<file path="src/rtl/sdec_pkg.sv">
`timescale 1ns/1ps
package sdec_pkg;

    localparam int MAX_STAGES = 3;

    typedef enum logic [1:0] {
        ORD_SINC1 = 2'd0,
        ORD_SINC2 = 2'd1,
        ORD_FAST  = 2'd2,
        ORD_SINC3 = 2'd3
    } sdec_order_e;

    // integrator stage whose output feeds the combs
    function automatic logic [1:0] tap_of(sdec_order_e o);
        case (o)
            ORD_SINC1: return 2'd0;
            ORD_SINC3: return 2'd2;
            default:   return 2'd1;
        endcase
    endfunction

    // number of comb stages in use
    function automatic logic [1:0] combs_of(sdec_order_e o);
        case (o)
            ORD_SINC1: return 2'd1;
            ORD_SINC3: return 2'd3;
            default:   return 2'd2;
        endcase
    endfunction

    // decimated samples needed before the first settled result
    function automatic logic [2:0] settle_of(sdec_order_e o);
        case (o)
            ORD_SINC1: return 3'd1;
            ORD_SINC2: return 3'd2;
            ORD_FAST:  return 3'd4;
            default:   return 3'd3;
        endcase
    endfunction

endpackage

</file>
<file path="src/rtl/sdec_integ.sv">
`timescale 1ns/1ps
module sdec_integ #(
    parameter int ACC_W  = 32,
    parameter int STAGES = 3
) (
    input  logic                          clk,
    input  logic                          rst_n,
    input  logic                          clr,
    input  logic                          step,
    input  logic                          bit_in,
    output logic [STAGES-1:0][ACC_W-1:0]  sum_o
);

    typedef struct packed {
        logic [STAGES-1:0][ACC_W-1:0] acc;
    } integ_st_t;

    integ_st_t                    st_d, st_q;
    logic [STAGES-1:0][ACC_W-1:0] upd;

    // each stage adds the freshly updated value of the stage before it
    always_comb begin
        logic [ACC_W-1:0] carry;
        carry = {{(ACC_W-1){1'b0}}, bit_in};
        for (int k = 0; k < STAGES; k++) begin
            upd[k] = st_q.acc[k] + carry;
            carry  = upd[k];
        end
        st_d = st_q;
        if (clr) begin
            st_d = '0;
        end else if (step) begin
            st_d.acc = upd;
        end
    end

    assign sum_o = upd;

    always_ff @(posedge clk or negedge rst_n) begin
        if (!rst_n) begin
            st_q <= '0;
        end else begin
            st_q <= st_d;
        end
    end

endmodule

</file>
<file path="src/rtl/sdec_comb.sv">
`timescale 1ns/1ps
module sdec_comb #(
    parameter int ACC_W  = 32,
    parameter int STAGES = 3
) (
    input  logic             clk,
    input  logic             rst_n,
    input  logic             clr,
    input  logic             fire,
    input  logic [1:0]       n_combs,
    input  logic             fast_sel,
    input  logic [ACC_W-1:0] din,
    output logic [ACC_W-1:0] dout
);

    typedef struct packed {
        logic [STAGES-1:0][ACC_W-1:0] dly;
        logic [1:0][ACC_W-1:0]        ext;
    } comb_st_t;

    comb_st_t         st_d, st_q;
    logic [ACC_W-1:0] base;

    always_comb begin
        logic [ACC_W-1:0] stage_in;
        stage_in = din;
        st_d     = st_q;
        for (int k = 0; k < STAGES; k++) begin
            if (k < int'(n_combs)) begin
                st_d.dly[k] = stage_in;
                stage_in    = stage_in - st_q.dly[k];
            end
        end
        base = stage_in;
        // fast shape adds the comb output from two decimated samples back
        dout = fast_sel ? (base + st_q.ext[1]) : base;
        st_d.ext[1] = st_q.ext[0];
        st_d.ext[0] = base;
        if (clr) begin
            st_d = '0;
        end else if (!fire) begin
            st_d = st_q;
        end
    end

    always_ff @(posedge clk or negedge rst_n) begin
        if (!rst_n) begin
            st_q <= '0;
        end else begin
            st_q <= st_d;
        end
    end

endmodule

</file>
<file path="src/rtl/sdec_outfmt.sv">
`timescale 1ns/1ps
module sdec_outfmt #(
    parameter int ACC_W    = 32,
    parameter int NARROW_W = 16,
    parameter int SHIFT_W  = 5
) (
    input  logic [ACC_W-1:0]   full,
    input  logic               wide,
    input  logic [SHIFT_W-1:0] shift,
    output logic [ACC_W-1:0]   word
);

    logic [ACC_W-1:0] shifted;

    always_comb begin
        shifted = full >> shift;
        if (wide) begin
            word = full;
        end else if (|shifted[ACC_W-1:NARROW_W]) begin
            word = {{(ACC_W-NARROW_W){1'b0}}, {NARROW_W{1'b1}}};
        end else begin
            word = {{(ACC_W-NARROW_W){1'b0}}, shifted[NARROW_W-1:0]};
        end
    end

endmodule

</file>
<file path="src/rtl/sinc_decim_filter.sv">
`timescale 1ns/1ps
module sinc_decim_filter
    import sdec_pkg::*;
#(
    parameter int ACC_W    = 32,
    parameter int OSR_W    = 8,
    parameter int SHIFT_W  = 5,
    parameter int NARROW_W = 16
) (
    input  logic               clk,
    input  logic               rst_n,
    input  logic               filt_en,
    input  logic               main_en,
    input  logic               sync_in,
    input  logic               bit_en,
    input  logic               bit_in,
    input  logic [1:0]         order_sel,
    input  logic [OSR_W-1:0]   osr_m1,
    input  logic               out_wide,
    input  logic [SHIFT_W-1:0] out_shift,
    output logic [ACC_W-1:0]   data_out,
    output logic               data_valid
);

    localparam int SETTLE_W = 3;

    typedef struct packed {
        logic [OSR_W-1:0]    cnt;
        logic [SETTLE_W-1:0] settle;
        logic [ACC_W-1:0]    data;
        logic                valid;
    } top_st_t;

    top_st_t                          st_d, st_q;
    sdec_order_e                      order;
    logic                             run, clr, step, fire;
    logic [SETTLE_W-1:0]              need;
    logic [MAX_STAGES-1:0][ACC_W-1:0] integ_sum;
    logic [ACC_W-1:0]                 comb_in, comb_out, fmt_word;

    assign order = sdec_order_e'(order_sel);
    assign need  = settle_of(order);
    assign run   = filt_en & main_en;
    assign clr   = ~run | sync_in;
    assign step  = run & ~sync_in & bit_en;
    assign fire  = step & (st_q.cnt == osr_m1);

    sdec_integ #(.ACC_W(ACC_W), .STAGES(MAX_STAGES)) integ_i (
        .clk    (clk),
        .rst_n  (rst_n),
        .clr    (clr),
        .step   (step),
        .bit_in (bit_in),
        .sum_o  (integ_sum)
    );

    assign comb_in = integ_sum[tap_of(order)];

    sdec_comb #(.ACC_W(ACC_W), .STAGES(MAX_STAGES)) comb_i (
        .clk      (clk),
        .rst_n    (rst_n),
        .clr      (clr),
        .fire     (fire),
        .n_combs  (combs_of(order)),
        .fast_sel (order == ORD_FAST),
        .din      (comb_in),
        .dout     (comb_out)
    );

    sdec_outfmt #(.ACC_W(ACC_W), .NARROW_W(NARROW_W), .SHIFT_W(SHIFT_W)) fmt_i (
        .full  (comb_out),
        .wide  (out_wide),
        .shift (out_shift),
        .word  (fmt_word)
    );

    always_comb begin
        st_d       = st_q;
        st_d.valid = 1'b0;
        if (clr) begin
            st_d.cnt    = '0;
            st_d.settle = '0;
        end else if (step) begin
            if (fire) begin
                st_d.cnt = '0;
                if (st_q.settle < need) begin
                    st_d.settle = st_q.settle + 1'b1;
                end
                if (st_q.settle >= need - 1'b1) begin
                    st_d.valid = 1'b1;
                    st_d.data  = fmt_word;
                end
            end else begin
                st_d.cnt = st_q.cnt + 1'b1;
            end
        end
    end

    always_ff @(posedge clk or negedge rst_n) begin
        if (!rst_n) begin
            st_q <= '0;
        end else begin
            st_q <= st_d;
        end
    end

    assign data_out   = st_q.data;
    assign data_valid = st_q.valid;

endmodule

</file>
<file path="config.mk">
export PLATFORM = sky130hd
export DESIGN_NAME = sinc_decim_filter
export DESIGN_NICKNAME = d
export VERILOG_FILES = /design/src/rtl/sdec_pkg.sv /design/src/rtl/sdec_integ.sv /design/src/rtl/sdec_comb.sv /design/src/rtl/sdec_outfmt.sv /design/src/rtl/sinc_decim_filter.sv
export SDC_FILE = /design/constraint.sdc
export NUM_CORES = 1
export LEC_CHECK = 0
export BUFFER_PORTS_ARGS = -buffer_cell sky130_fd_sc_hd__buf_4
export CORE_MARGIN = 2
export CORE_UTILIZATION = 32
export DETAILED_ROUTE_END_ITERATION = 8
export GPL_TIMING_DRIVEN = 1
export MAX_ROUTING_LAYER = met4
export PLACE_DENSITY = 0.42
export SYNTH_ARGS = -nofsm -noshare
export SYNTH_HDL_FRONTEND = slang
export SYNTH_SLANG_ARGS = --single-unit
</file>
<file path="constraint.sdc">
create_clock -name clk -period 17.65 [get_ports clk]
set_clock_uncertainty 0.15 [all_clocks]
set_input_delay 1.765 -clock clk [delete_from_list [all_inputs] [get_ports clk]]
set_output_delay 1.765 -clock clk [all_outputs]
set_load 0.01 [all_outputs]
</file>
==> metrics.md <==
| Metric | Value |
|---|---|
| Crit path time final | `16.68 ns` |
| Synth Area in XOR/XNOR | `6.13%` |
| Global-route usage over all layers | `26.4%` |
| Area post-placement | `0.0315 sq mm` |
| Largest family of logic cells by synthesized area | `compound AO/OA/AOI/OAI gates` |
| Post-synthesis compound-gate area fraction | `between 20% and 30%` |
| R2R setup slack | `1.83 ns` |
| Cells after Synth | `3863` |
| Layout cells sized above 1 | `between 10% and 20%` |
| Most frequent cells in the layout | `nand2_1 (497), nor2_1 (312), dfrtp_1 (300)` |
| Fin. max-slew vios | `0` |
| Clock Pin Slew Worst Setup and Hold Paths | `0.05 ns` |
| Initial DRC count | `2324` |
| Crit path from | `bit_in` |
| Max Clk Rate | `0.0599 GHz` |
| Yosys reg bits | `300` |
| Antenna cell count | `0` |
| Clock power frac | `between 20% and 30%` |
| Initial Utilization | `approximately a third` |
| Core box area | `0.0918 sq mm` |
| Critical Path Sink Type | `flip-flop` |
| Cell Rows | `111` |
| Via count | `28979` |
| Sequential fraction of the synthesis area | `~25%` |
| Largest net degree at the start of global routing | `122` |
| Startpoint types | `input port` |
| Antenna Violating Nets Remaining | `0` |
| Clk sinks | `300` |
| Die X | `around 310 um` |
| Top Ports | `56` |
| Port Buffers | `55` |
| Hold Slack | `around 0.31 ns` |
| Post-synthesis simple-gate area fraction | `20.9%` |
| DR pass1 iterations | `6` |
| Synthesis warning total | `0` |
| Worst reg2reg startpoint | `integ_i.st_q[0]` |
| Clk Latency, worst-skew pair | `0.64 ns` |
| Crit-path most repeated cell | `ha_1` |
| Total of max-cap violations | `0` |
| Critical path required time | `17.99 ns` |
| Detailed placement HPWL | `95300 um` |
| Flop pwr share | `between 10% and 20%` |
| Final core utilization | `a little over a third` |
| Die height | `about 300 um` |
| Mapped Avg Cell Area | `7.69 sq um` |
| Int Power | `2.04 mW` |
| Most common cell after layout, fill and taps aside | `nand2_1` |
| Fin cells | `5112` |
| Critical Path Sink | `data_out[3]` |
| Total congestion overflow | `0` |
| # DRC | `0` |
| Synth Area in Adders | `under 10%` |
| First-pass GRT wire length | `186000 um` |
| Routability cong. | `~0.94` |
| Relative slew slack | `about 24%` |
| Crit share post-route | `94.5%` |
| Crit-path max cell delay | `0.48 ns` |
| WL per Instance | `24.1 um` |
| CTS max path bufs | `3` |
| PwrDens | `114 mW/mm^2` |
| WP data arrival | `17.02 ns` |
| Slowest cell on crit path | `or3b_4` |
| H-Tree Depth | `2` |
| Endpoints failing hold | `0` |
| Min-Delay Path Class | `reg2reg` |
| Dominant synthesized flop cell | `dfrtp_1` |
| Worst-path fanout max | `11` |
| Layout overhead on the synthesized area | `12.0%` |
| Status | `finished, final reports clean` |
| CTS tree | `done` |
| Inst Count DP | `5032` |
| Number of synthesized flops with an enable pin | `0` |
| Die ar. | `about 0.095 sq mm` |
| Combinational cell fraction of total power | `55.5%` |
| Root buffer cell | `clkbuf_16` |
| RR Endpoint | `data_out[3]` |
| Final number of setup-violating endpoints | `0` |
| Initial antenna violation count | `1` |
| Leak pwr | `roughly 15 nW` |
| Vias in the first global route | `~28000` |
| CP Class | `in2reg` |
| TNS Setup | `0 ns` |
| Design area | `0.0333 sq mm` |
| Number of buffers created by CTS | `43` |
| Routed vias/inst | `5.67` |
| Sw Pwr | `1.74 mW` |
| Nets@finish | `4074` |
| Post-synthesis cell type count | `108` |
| Sw Ratio | `46.1%` |
| Post-Syn Area | `0.0297 sq mm` |
| Max VDD drop | `0.0798 mV` |
| Worst Max-Slew Pin Slew | `1.13 ns` |
| Asr flop ratio synth | `100%` |
| Multiplexer share of the synthesized area | `approximately 6.2%` |
| Synthesized Nets | `4103` |
| WL final | `123000 um` |
| FF-to-FF path depth | `60` |
## registers in the layout, indices dropped and copies added, names as in the netlist
register	cells
data_out	32
comb_i.st_q	160
data_valid	1
st_q	11
integ_i.st_q	96
## power groups by stage
stage / clock network, mW / logic [mW] / registers, mW
after global placement: 0 / 2.06 / 0.702
after detailed placement: 0 / 2.04 / 0.702
after floorplan: 0 / 1.31 / 0.702
after CTS: 1.02 / 2.05 / 0.690
final: 0.992 / 2.10 / 0.690
after global routing: 1.05 / 2.27 / 0.690
## critical path, delay by kind of cell
family	cells	cell delay, ns
buffers and inverters	3	0.34
muxes	1	0.14
adders and majority gates	8	2.84
xor gates and xnor gates	4	0.84
AOI/OAI and AO/OA	25	6.72
and+or+nand+nor	20	4.33
## what timing repair did
action | 4_1_cts | 5_1_grt
setup endpoints to repair | 13 | 16
buffers inserted | 0 | 0
gates resized for setup | 2 | 37
hold buffers | 0 | 0
## per-layer routing
layer  vias up  global-route usage, %  wire, um
met5         -                      -         0
met2       742                   39.8     53700
met3       116                   2.97      5880
met4         0                   5.75      2710
met1     14199                   37.8     61000
li1      13922                      -         -
## cells by family (layout without fill, tap and decap cells)
| group | count (synthesis) | after routing |
|---|---|---|
| mux | 165 | 165 |
| fa+ha+maj | 217 | 217 |
| buf+inv | 462 | 468 |
| xor+xnor | 206 | 206 |
| flops | 300 | 300 |
| simple gates | 1354 | 1354 |
| compound gates | 1159 | 1159 |
## cell usage after synthesis (all sizes together) (50+ instances only)
cell / number / area, sq um
nand4: 65 / 407
clkbuf: 148 / 557
buf: 99 / 563
mux2i: 121 / 1210
o21a: 50 / 377
ha: 211 / 2640
nor3: 85 / 442
nand3: 184 / 926
o21ai: 301 / 1510
o31ai: 78 / 591
a21o: 93 / 699
dfrtp: 300 / 7510
xnor2: 101 / 885
nor2: 320 / 1210
nand2: 497 / 1870
xor2: 104 / 911
inv: 214 / 803
a21oi: 269 / 1350
## layout make-up
class / count / area (sq um)
Clock buffer: 60 / 1290
Clock inverter: 20 / 305
Fill cell: 9769 / 58500
Inverter: 215 / 807
Multi-Input combinational cell: 3101 / 20500
Sequential cell: 300 / 7510
Tap cell: 1243 / 1560
Timing Repair Buffer: 173 / 1320
## worst min path at each step
stage / startpoint / end / slack (ns) / cells past startpoint
global route: comb_i.st_q[12] / comb_i.st_q[44] / 0.32 / 2
detailed placement: comb_i.st_q[14] / comb_i.st_q[46] / 0.30 / 2
global placement: comb_i.st_q[7] / comb_i.st_q[39] / 0.30 / 2
floorplan: comb_i.st_q[0] / comb_i.st_q[32] / 0.29 / 2
finish: comb_i.st_q[9] / comb_i.st_q[41] / 0.31 / 2
CTS: comb_i.st_q[14] / comb_i.st_q[46] / 0.31 / 2
## metrics by stage
step           total power [mW]  setup slack (ns)
2_1_floorplan              2.01              2.55
3_3_place_gp               2.76            -0.896
3_5_place_dp               2.74            -0.788
4_1_cts                    3.76            0.0589
5_1_grt                    4.00          -0.00741
6_report                   3.78             0.966
(Power assumes the default switching activity.)
